[src/rtl/swap_pulse_pkg.sv]
package swap_pulse_pkg;

  typedef enum logic [2:0] {
    PH_IDLE  = 3'd0,
    PH_FWD   = 3'd1,
    PH_TRAIN = 3'd2,
    PH_REV   = 3'd3,
    PH_DONE  = 3'd4
  } phase_t;

  localparam int FWD_STEPS = 3;
  localparam int ALL_STEPS = 7;
  localparam int STEP_IW   = 3;

  // Decode of a cascade step index into the one-hot shuttle pattern.
  function automatic logic [3:0] step_gate(input logic [STEP_IW-1:0] idx);
    logic [3:0] g;
    case (idx)
      3'd0:    g = 4'b0001;
      3'd1:    g = 4'b0010;
      3'd2:    g = 4'b0100;
      3'd3:    g = 4'b0100;
      3'd4:    g = 4'b0010;
      3'd5:    g = 4'b0001;
      3'd6:    g = 4'b0010;
      default: g = 4'b0000;
    endcase
    return g;
  endfunction

  // Interaction level at a position inside one subsequence.
  function automatic logic a_level(input int unsigned pos, input int unsigned off_len);
    return pos >= off_len;
  endfunction

endpackage

[src/rtl/cascade_timer.sv]
module cascade_timer #(
  parameter int STEP_LEN = 4,
  parameter int STEP_IW  = 3
) (
  input  logic               clk,
  input  logic               rst,
  input  logic               clear,
  input  logic               run,
  output logic [STEP_IW-1:0] step,
  output logic               step_end
);
  localparam int CW = (STEP_LEN > 1) ? $clog2(STEP_LEN) : 1;
  localparam logic [CW-1:0] LAST = CW'(STEP_LEN - 1);

  logic [CW-1:0] dwell;

  assign step_end = run && (dwell == LAST);

  always_ff @(posedge clk) begin
    if (rst || clear) begin
      dwell <= '0;
      step  <= '0;
    end else if (run) begin
      if (dwell == LAST) begin
        dwell <= '0;
        step  <= step + 1'b1;
      end else begin
        dwell <= dwell + 1'b1;
      end
    end
  end
endmodule

[src/rtl/pulse_train.sv]
module pulse_train
  import swap_pulse_pkg::*;
#(
  parameter int SUB_LEN = 256,
  parameter int A_OFF   = 2,
  parameter int REPS    = 24,
  parameter int IW      = $clog2(SUB_LEN),
  parameter int RW      = $clog2(REPS + 1)
) (
  input  logic          clk,
  input  logic          rst,
  input  logic          run,
  output logic          a_lvl,
  output logic          sub_wrap,
  output logic          train_end,
  output logic [RW-1:0] rep_cnt
);
  localparam logic [IW-1:0] SUB_LAST = IW'(SUB_LEN - 1);
  localparam logic [RW-1:0] REP_LAST = RW'(REPS - 1);

  logic [IW-1:0] pos;

  assign sub_wrap  = run && (pos == SUB_LAST);
  assign train_end = sub_wrap && (rep_cnt == REP_LAST);
  assign a_lvl     = run && a_level(int'(pos), A_OFF);

  // Inner counter: synchronous reset whenever the train is not running.
  always_ff @(posedge clk) begin
    if (rst || !run) pos <= '0;
    else             pos <= (pos == SUB_LAST) ? '0 : pos + 1'b1;
  end

  // Outer counter: reset plus enable from the inner wrap.
  always_ff @(posedge clk) begin
    if (rst || !run || train_end) rep_cnt <= '0;
    else if (sub_wrap)            rep_cnt <= rep_cnt + 1'b1;
  end
endmodule

[src/rtl/swap_pulse_ctrl.sv]
module swap_pulse_ctrl
  import swap_pulse_pkg::*;
#(
  parameter int STEP_LEN = 4,
  parameter int SUB_LEN  = 256,
  parameter int A_OFF    = 2,
  parameter int REPS     = 24
) (
  input  logic       clk,
  input  logic       rst,
  input  logic       start,
  output logic [3:0] s_gate,
  output logic       a_gate,
  output logic       done
);
  localparam int IW = $clog2(SUB_LEN);
  localparam int RW = $clog2(REPS + 1);
  localparam logic [STEP_IW-1:0] FWD_LAST = STEP_IW'(FWD_STEPS - 1);
  localparam logic [STEP_IW-1:0] REV_LAST = STEP_IW'(ALL_STEPS - 1);

  phase_t phase;
  logic [STEP_IW-1:0] step;
  logic step_end;
  logic casc_run, train_run;
  logic a_lvl;
  // Internal events brought out for the checker.
  logic sub_wrap, train_end;
  logic [RW-1:0] rep_cnt;
  logic fwd_end, rev_end;

  assign casc_run  = (phase == PH_FWD) || (phase == PH_REV);
  assign train_run = (phase == PH_TRAIN);
  assign fwd_end   = (phase == PH_FWD) && step_end && (step == FWD_LAST);
  assign rev_end   = (phase == PH_REV) && step_end && (step == REV_LAST);

  cascade_timer #(.STEP_LEN(STEP_LEN), .STEP_IW(STEP_IW)) u_casc (
    .clk      (clk),
    .rst      (rst),
    .clear    (phase == PH_IDLE),
    .run      (casc_run),
    .step     (step),
    .step_end (step_end)
  );

  pulse_train #(.SUB_LEN(SUB_LEN), .A_OFF(A_OFF), .REPS(REPS), .IW(IW), .RW(RW)) u_train (
    .clk       (clk),
    .rst       (rst),
    .run       (train_run),
    .a_lvl     (a_lvl),
    .sub_wrap  (sub_wrap),
    .train_end (train_end),
    .rep_cnt   (rep_cnt)
  );

  always_ff @(posedge clk) begin
    if (rst) begin
      phase <= PH_IDLE;
    end else begin
      case (phase)
        PH_IDLE:  if (start)     phase <= PH_FWD;
        PH_FWD:   if (fwd_end)   phase <= PH_TRAIN;
        PH_TRAIN: if (train_end) phase <= PH_REV;
        PH_REV:   if (rev_end)   phase <= PH_DONE;
        PH_DONE:                 phase <= PH_IDLE;
        default:                 phase <= PH_IDLE;
      endcase
    end
  end

  assign s_gate = casc_run ? step_gate(step) : 4'b0000;
  assign a_gate = a_lvl;
  assign done   = (phase == PH_DONE);
endmodule

[config.mk]
export PLATFORM = sky130hd
export DESIGN_NAME = swap_pulse_ctrl
export DESIGN_NICKNAME = d
export VERILOG_FILES = /design/src/rtl/swap_pulse_pkg.sv /design/src/rtl/cascade_timer.sv /design/src/rtl/pulse_train.sv /design/src/rtl/swap_pulse_ctrl.sv
export SDC_FILE = /design/constraint.sdc
export NUM_CORES = 1
export LEC_CHECK = 0
export BUFFER_PORTS_ARGS = -buffer_cell sky130_fd_sc_hd__clkbuf_2
export CAP_MARGIN = 30
export CORE_ASPECT_RATIO = 1.1
export CORE_MARGIN = 2
export CORE_UTILIZATION = 35
export DETAILED_ROUTE_END_ITERATION = 10
export SYNTH_ARGS = -nofsm -noshare
export SYNTH_HDL_FRONTEND = slang
export SYNTH_SLANG_ARGS = --single-unit
[constraint.sdc]
create_clock -name clk -period 2.4 [get_ports clk]
set_clock_uncertainty 0.1 [all_clocks]
set_input_delay 0.48 -clock clk [delete_from_list [all_inputs] [get_ports clk]]
set_output_delay 0.48 -clock clk [all_outputs]
set_load 0.02 [all_outputs]
Word-level counts from Yosys, hierarchy flattened
Cells that the tools add are included. Widths: inputs -> output; s select.

Flip-flop bits (word level): 21. Output and inout port bits: 6. Word-level logic and storage cells: 56.

Add/sub/neg operators: 4. Magnitude comparators: 1. Equality and inequality tests: 17. Mux-type cells: 8. Reduce and logical (&&, ||, !) cells: 21.

Operators with widths (count): $eq 3x2->1 const B (4); $eq 3x3->1 const B (4); $mux 3 (4); $pmux 3 s4 (1); $pmux 3 s3 (1); $add 8x1->8 const B (1); $eq 8x8->1 const B (1); $ge 8x2->1 const B (1); $logic_and 1x1->1 (8); $ne 2x2->1 const B (4); $eq 3x1->1 const B (2); $logic_not 3->1 (2); $reduce_or 2->1 (3); $add 5x1->5 const B (1); $eq 5x5->1 const B (1); $logic_or 1x1->1 (4); $mux 4 (1); $reduce_and 4->1 (1); $add 3x1->3 const B (1); $reduce_or 3->1 (1); $add 2x1->2 const B (1); $eq 2x2->1 const B (1); $mux 2 (1); $reduce_and 2->1 (1); $logic_not 1->1 (1).

Depth between registers and ports, before layout
Word-level depth: 7. Gate-level depth with buffers: 6.

Modules after synthesis
Synthesis repeated with hierarchy kept, for this count alone.

Cell total of the unflattened synthesis: 129. Area total of the unflattened synthesis: 1152.4 µm².

Modules (own cells, without submodules): pulse_train (instances 1, cells each 76, area an instance 661.9 µm², seq. area each 260.2 µm²); cascade_timer (instances 1, cells each 25, area an instance 257.7 µm², seq. area each 100.1 µm²); swap_pulse_ctrl (instances 1, cells each 28, area an instance 232.7 µm², seq. area each 60.1 µm²).

Worst setup path after synthesis
No wires, ideal clock.

Kind: reg2out. Start: register phase[1]. End: output a_gate. Arrival time: 1.201 ns. Required time: 1.820 ns. Slack: 0.619 ns. Stages on the path, launching flop included: 4. Path buffers: 1. Cell sequence: dfxtp_1 -> buf_6 -> or3b_4 -> a21oi_1.

Longest elaborated chain between the ends: 2.

Ends and longest elaborated chain: start, declared (RTL line swap_pulse_ctrl.sv:21) `phase_t phase;`; start signal, assigned (RTL line swap_pulse_ctrl.sv:57) `phase <= PH_IDLE;`; start signal, assigned (RTL line swap_pulse_ctrl.sv:60) `PH_IDLE: if (start) phase <= PH_FWD;`; start signal, assigned (RTL line swap_pulse_ctrl.sv:61) `PH_FWD: if (fwd_end) phase <= PH_TRAIN;`; $eq 3x2->1 (RTL line swap_pulse_ctrl.sv:32) `assign train_run = (phase == PH_TRAIN);`; $logic_and 1x1->1 (RTL line pulse_train.sv:25) `assign a_lvl = run && a_level(int'(pos), A_OFF);`; end, declared (RTL line swap_pulse_ctrl.sv:13) `output logic a_gate,`.

Every way passes these cells.

Worst setup path in the final report
Same ends and word-level chain as after synthesis.

==> summary.md <==
| Metric | Value |
|---|---|
| Tcrit/Tclk final | between 90% and 100% |
| Multi-input logic area | 711 µm² |
| Met3 Use GR | about 2% |
| Root buf cell | clkbuf_4 |
| Synth async-reset ratio | 0% |
| Vias | approximately 870 |
| Post-synthesis sequential area ratio | between 30% and 40% |
| FF+latch area | approximately 420 µm² |
| # nets final | between 100 and 150 |
| Switch Pwr | between 0.1 and 0.15 mW |
| Initial antenna violation count | 0 |
| Syn Inst Count | approximately 130 |
| Reg power frac | 64.9% |
| Critical path's top delay family | flip-flops |
| Clock share of power | a little under a third |
| Area grow syn2layout | 6.38% |
| Mux cell area share after synthesis | under 10% |
| Synth Warn # | 0 |
| Vias in the first global route | 831 |
| Synth unique cells | 39 |
| Clock latency on the worst-skew pair | ~0.3 ns |
| Synth Area per Inst | roughly 9.1 µm² |
| Post-DP HPWL | between 1.5 and 2 mm |
| Max-cap viol count | 0 |
| Compound-Gate Fraction of Synth Area | 8.61% |
| Final Slew Violations | 0 |
| RSZ-0062 raised after global routing | no |
| TritonCTS Buffers | 3 |
| Met2 Resource Use GR | approximately a fifth |
| Die area | about 3800 µm² |
| Starting Density | roughly 36% |
| Top FF cell, synth | dfxtp_1 |
| Clock transition at path regs | about 0.11 ns |
| Hold_sp | u_casc.dwell[1] |
| Largest family of logic cells by synthesized area | simple AND/OR/NAND/NOR gates |
| Max incr delay on CP | about 0.48 ns |
| Synth Cell Area | 1180 µm² |
| Final setup fails | 0 |
| Met1 usage | 15.0% |
| Hold Path Class | reg2reg |
| Slew Limit Headroom | approximately two thirds |
| Logic pwr share | roughly 3.9% |
| Post-route setup TNS | 0 ns |
| Syn_nets | between 100 and 150 |
| Drt initial violations | 25 |
| WHS Path Cells | 2 |
| Placed cell count | 168 |
| Max Fclk | 463 MHz |
| CP Buf/Inv Count | 1 |
| First-pass GRT wire length | 3.54 mm |
| Worst Hold End | u_casc.dwell[1] |
| CORE AREA | 3280 µm² |
| Vert. Die Dim | 64.8 µm |
| Post-Synth Adder-Cell Area | 8.50% |
| CTS HTree Levels | 1 |
| CP max stage cell | dfxtp_1 |
| # clock sinks | 21 |
| Critical-path maximum fanout | 8 |
| Worst Path Required | 1.82 ns |
| Crit. End Element | output port |
| Residual DRC | 0 |
| CP startpoint kind | register |
| P_int | about 0.42 mW |
| Tmin final | 2.16 ns |
| R2R depth | 5 |
| Status | finished, final reports clean |
| RR Startpoint | u_train.pos[0] |
| Finished Core Util | 38.2% |
| Post-route ant nets | 0 |
| Share of cells above drive strength 1 | between 15 and 20% |
| Number of synthesized flops with an enable pin | 0 |
| CTS tree | done |
| Reg2Reg Setup Slack | approximately 0.6 ns |
| Yosys reg bits | 21 |
| Leak Pwr | approximately 0.44 nW |
| Via density per instance | a little over 5 |
| Pwr Density | 435 nW/µm² |
| Grt total ovfl | 0 |
| Largest net degree at the start of global routing | 12 |
| Rows | 22 |
| Routed wire per std cell | 11.8 µm |
| Crit-path cells | or3b_4 -> a21oi_1 -> clkbuf_2 |
| IO buf count | 7 |
| Post-Layout Cell Count | about 170 |
| Slew @ Worst Pin | about 0.5 ns |
| Tot GR Track Use | between 10 and 15% |
| Worst R2R End | phase[1] |
| CP Class | reg2out |
| Number of fill cells | 343 |
| GR peak layer | met2 |
| Hold-fix buffers at CTS | 0 |
| Post-Route WL | 2.02 mm |
| Maximum vdd drop | about 0.24 mV |
| Synth Area in Simple Gates | a little under a third |
| ANT cells | 0 |
| Hold Fails Final Rpt | 0 |
| IO Count | 9 |
| Max clock buf depth | 2 |
| Sw frac | 22.3% |
| Placer Congestion | around 0.77 |
| Drt first pass iters | 3 |
| XOR/XNOR Fraction of Synth Area | ~8.9% |
| WP data arrival | around 1.6 ns |
| Die width | between 50 and 60 µm |
| Final hold slack | between 0.3 and 0.4 ns |
==> power groups by stage <==
| stage | clock, mW | combinational [mW] | sequential [mW] |
|---|---|---|---|
| detailed placement | 0 | 0.0208 | 0.362 |
| floorplan | 0 | 0.0208 | 0.359 |
| finish | 0.170 | 0.0211 | 0.354 |
| global placement | 0 | 0.0206 | 0.361 |
| CTS | 0.178 | 0.0210 | 0.354 |
| global route | 0.195 | 0.0239 | 0.354 |
==> placed cells by master (no fill, tap or decap), types with 2 or more instances in the layout <==
master	netlist	final
nand3_1	6	6
clkbuf_4	0	3
xor2_1	6	6
nor3_2	2	2
or3_1	2	2
nand2b_1	2	2
a21oi_1	6	6
nor2_1	19	19
inv_1	4	4
nor3_1	5	5
clkbuf_2	0	7
nor4_1	2	2
nor4_2	2	2
o21ai_0	3	3
xnor2_1	6	6
mux2i_1	3	3
nand2_1	9	9
ha_1	8	8
dfxtp_1	21	21
==> worst max path at each step <==
stage,from,end,slack [ns],depth (start not counted)
2_1_floorplan,phase[1],a_gate,0.62,3
3_3_place_gp,phase[1],a_gate,0.57,3
3_5_place_dp,phase[0],s_gate[1],0.50,4
4_1_cts,phase[0],s_gate[1],0.15,4
5_1_grt,phase[0],s_gate[1],0.1,4
6_report,phase[1],a_gate,0.24,3
==> sequential cells by signal, summed over array words and instances (netlist names) <==
register	count
u_casc.step	3
phase	3
u_casc.dwell	2
u_train.rep_cnt	5
u_train.pos	8
==> tightest hold or removal path, cell delays in order, from the launching register on <==
cell	delay (ns)
dfxtp_1	0.33
nand2_1	0.05
a21oi_1	0.05
==> synthesized netlist by cell type, types with 3 or more instances <==
cell	number	area share [%]
mux2i_1	3	2.6
o21ai_0	3	1.3
nand3_1	6	2.6
xnor2_1	6	4.5
dfxtp_1	21	36
a21oi_1	6	2.6
nor3_1	5	2.1
xor2_1	6	4.5
nor2_1	19	6.1
nand2_1	9	2.9
ha_1	8	8.5
inv_1	4	1.3
==> layout make-up <==
class	instances	area share (%)
well taps	36	3.60
multi-input cells	100	56.7
clock buffers	4	2.10
repair buffers	7	2.80
flip-flops and latches	21	33.6
inverters	4	1.20
==> metal layers <==
| layer | share of wire (%) | up-vias |
|---|---|---|
| met2 | 45 | 11 |
| met4 | 2.2 | 0 |
| met3 | 2.8 | 5 |
| met5 | 0 | - |
| li1 | - | 455 |
| met1 | 50 | 398 |
==> repair_timing <==
item	4_1_cts	5_1_grt
endpoints found under the setup margin	0	1
setup buffers	0	0
endpoints found under the hold margin	0	0
resized for setup	0	1
==> cell families (layout without fill, tap and decap cells) <==
group,after synthesis,count (layout)
and+or+nand+nor,62,62
buffers and inverters,8,15
muxes,3,3
DFF,21,21
other,1,1
xor gates and xnor gates,12,12
adders and majority gates,8,8
AOI/OAI and AO/OA,14,14
==> metrics by stage <==
stage                     area [µm²]  setup slack (ns)  total power [mW]
after floorplan                 1180             0.619             0.380
after global placement          1220             0.567             0.382
after detailed placement        1220             0.505             0.383
after CTS                       1250             0.149             0.553
after global routing            1250            0.0965             0.573
final                           1250             0.239             0.545
(Power assumes the default switching activity.)
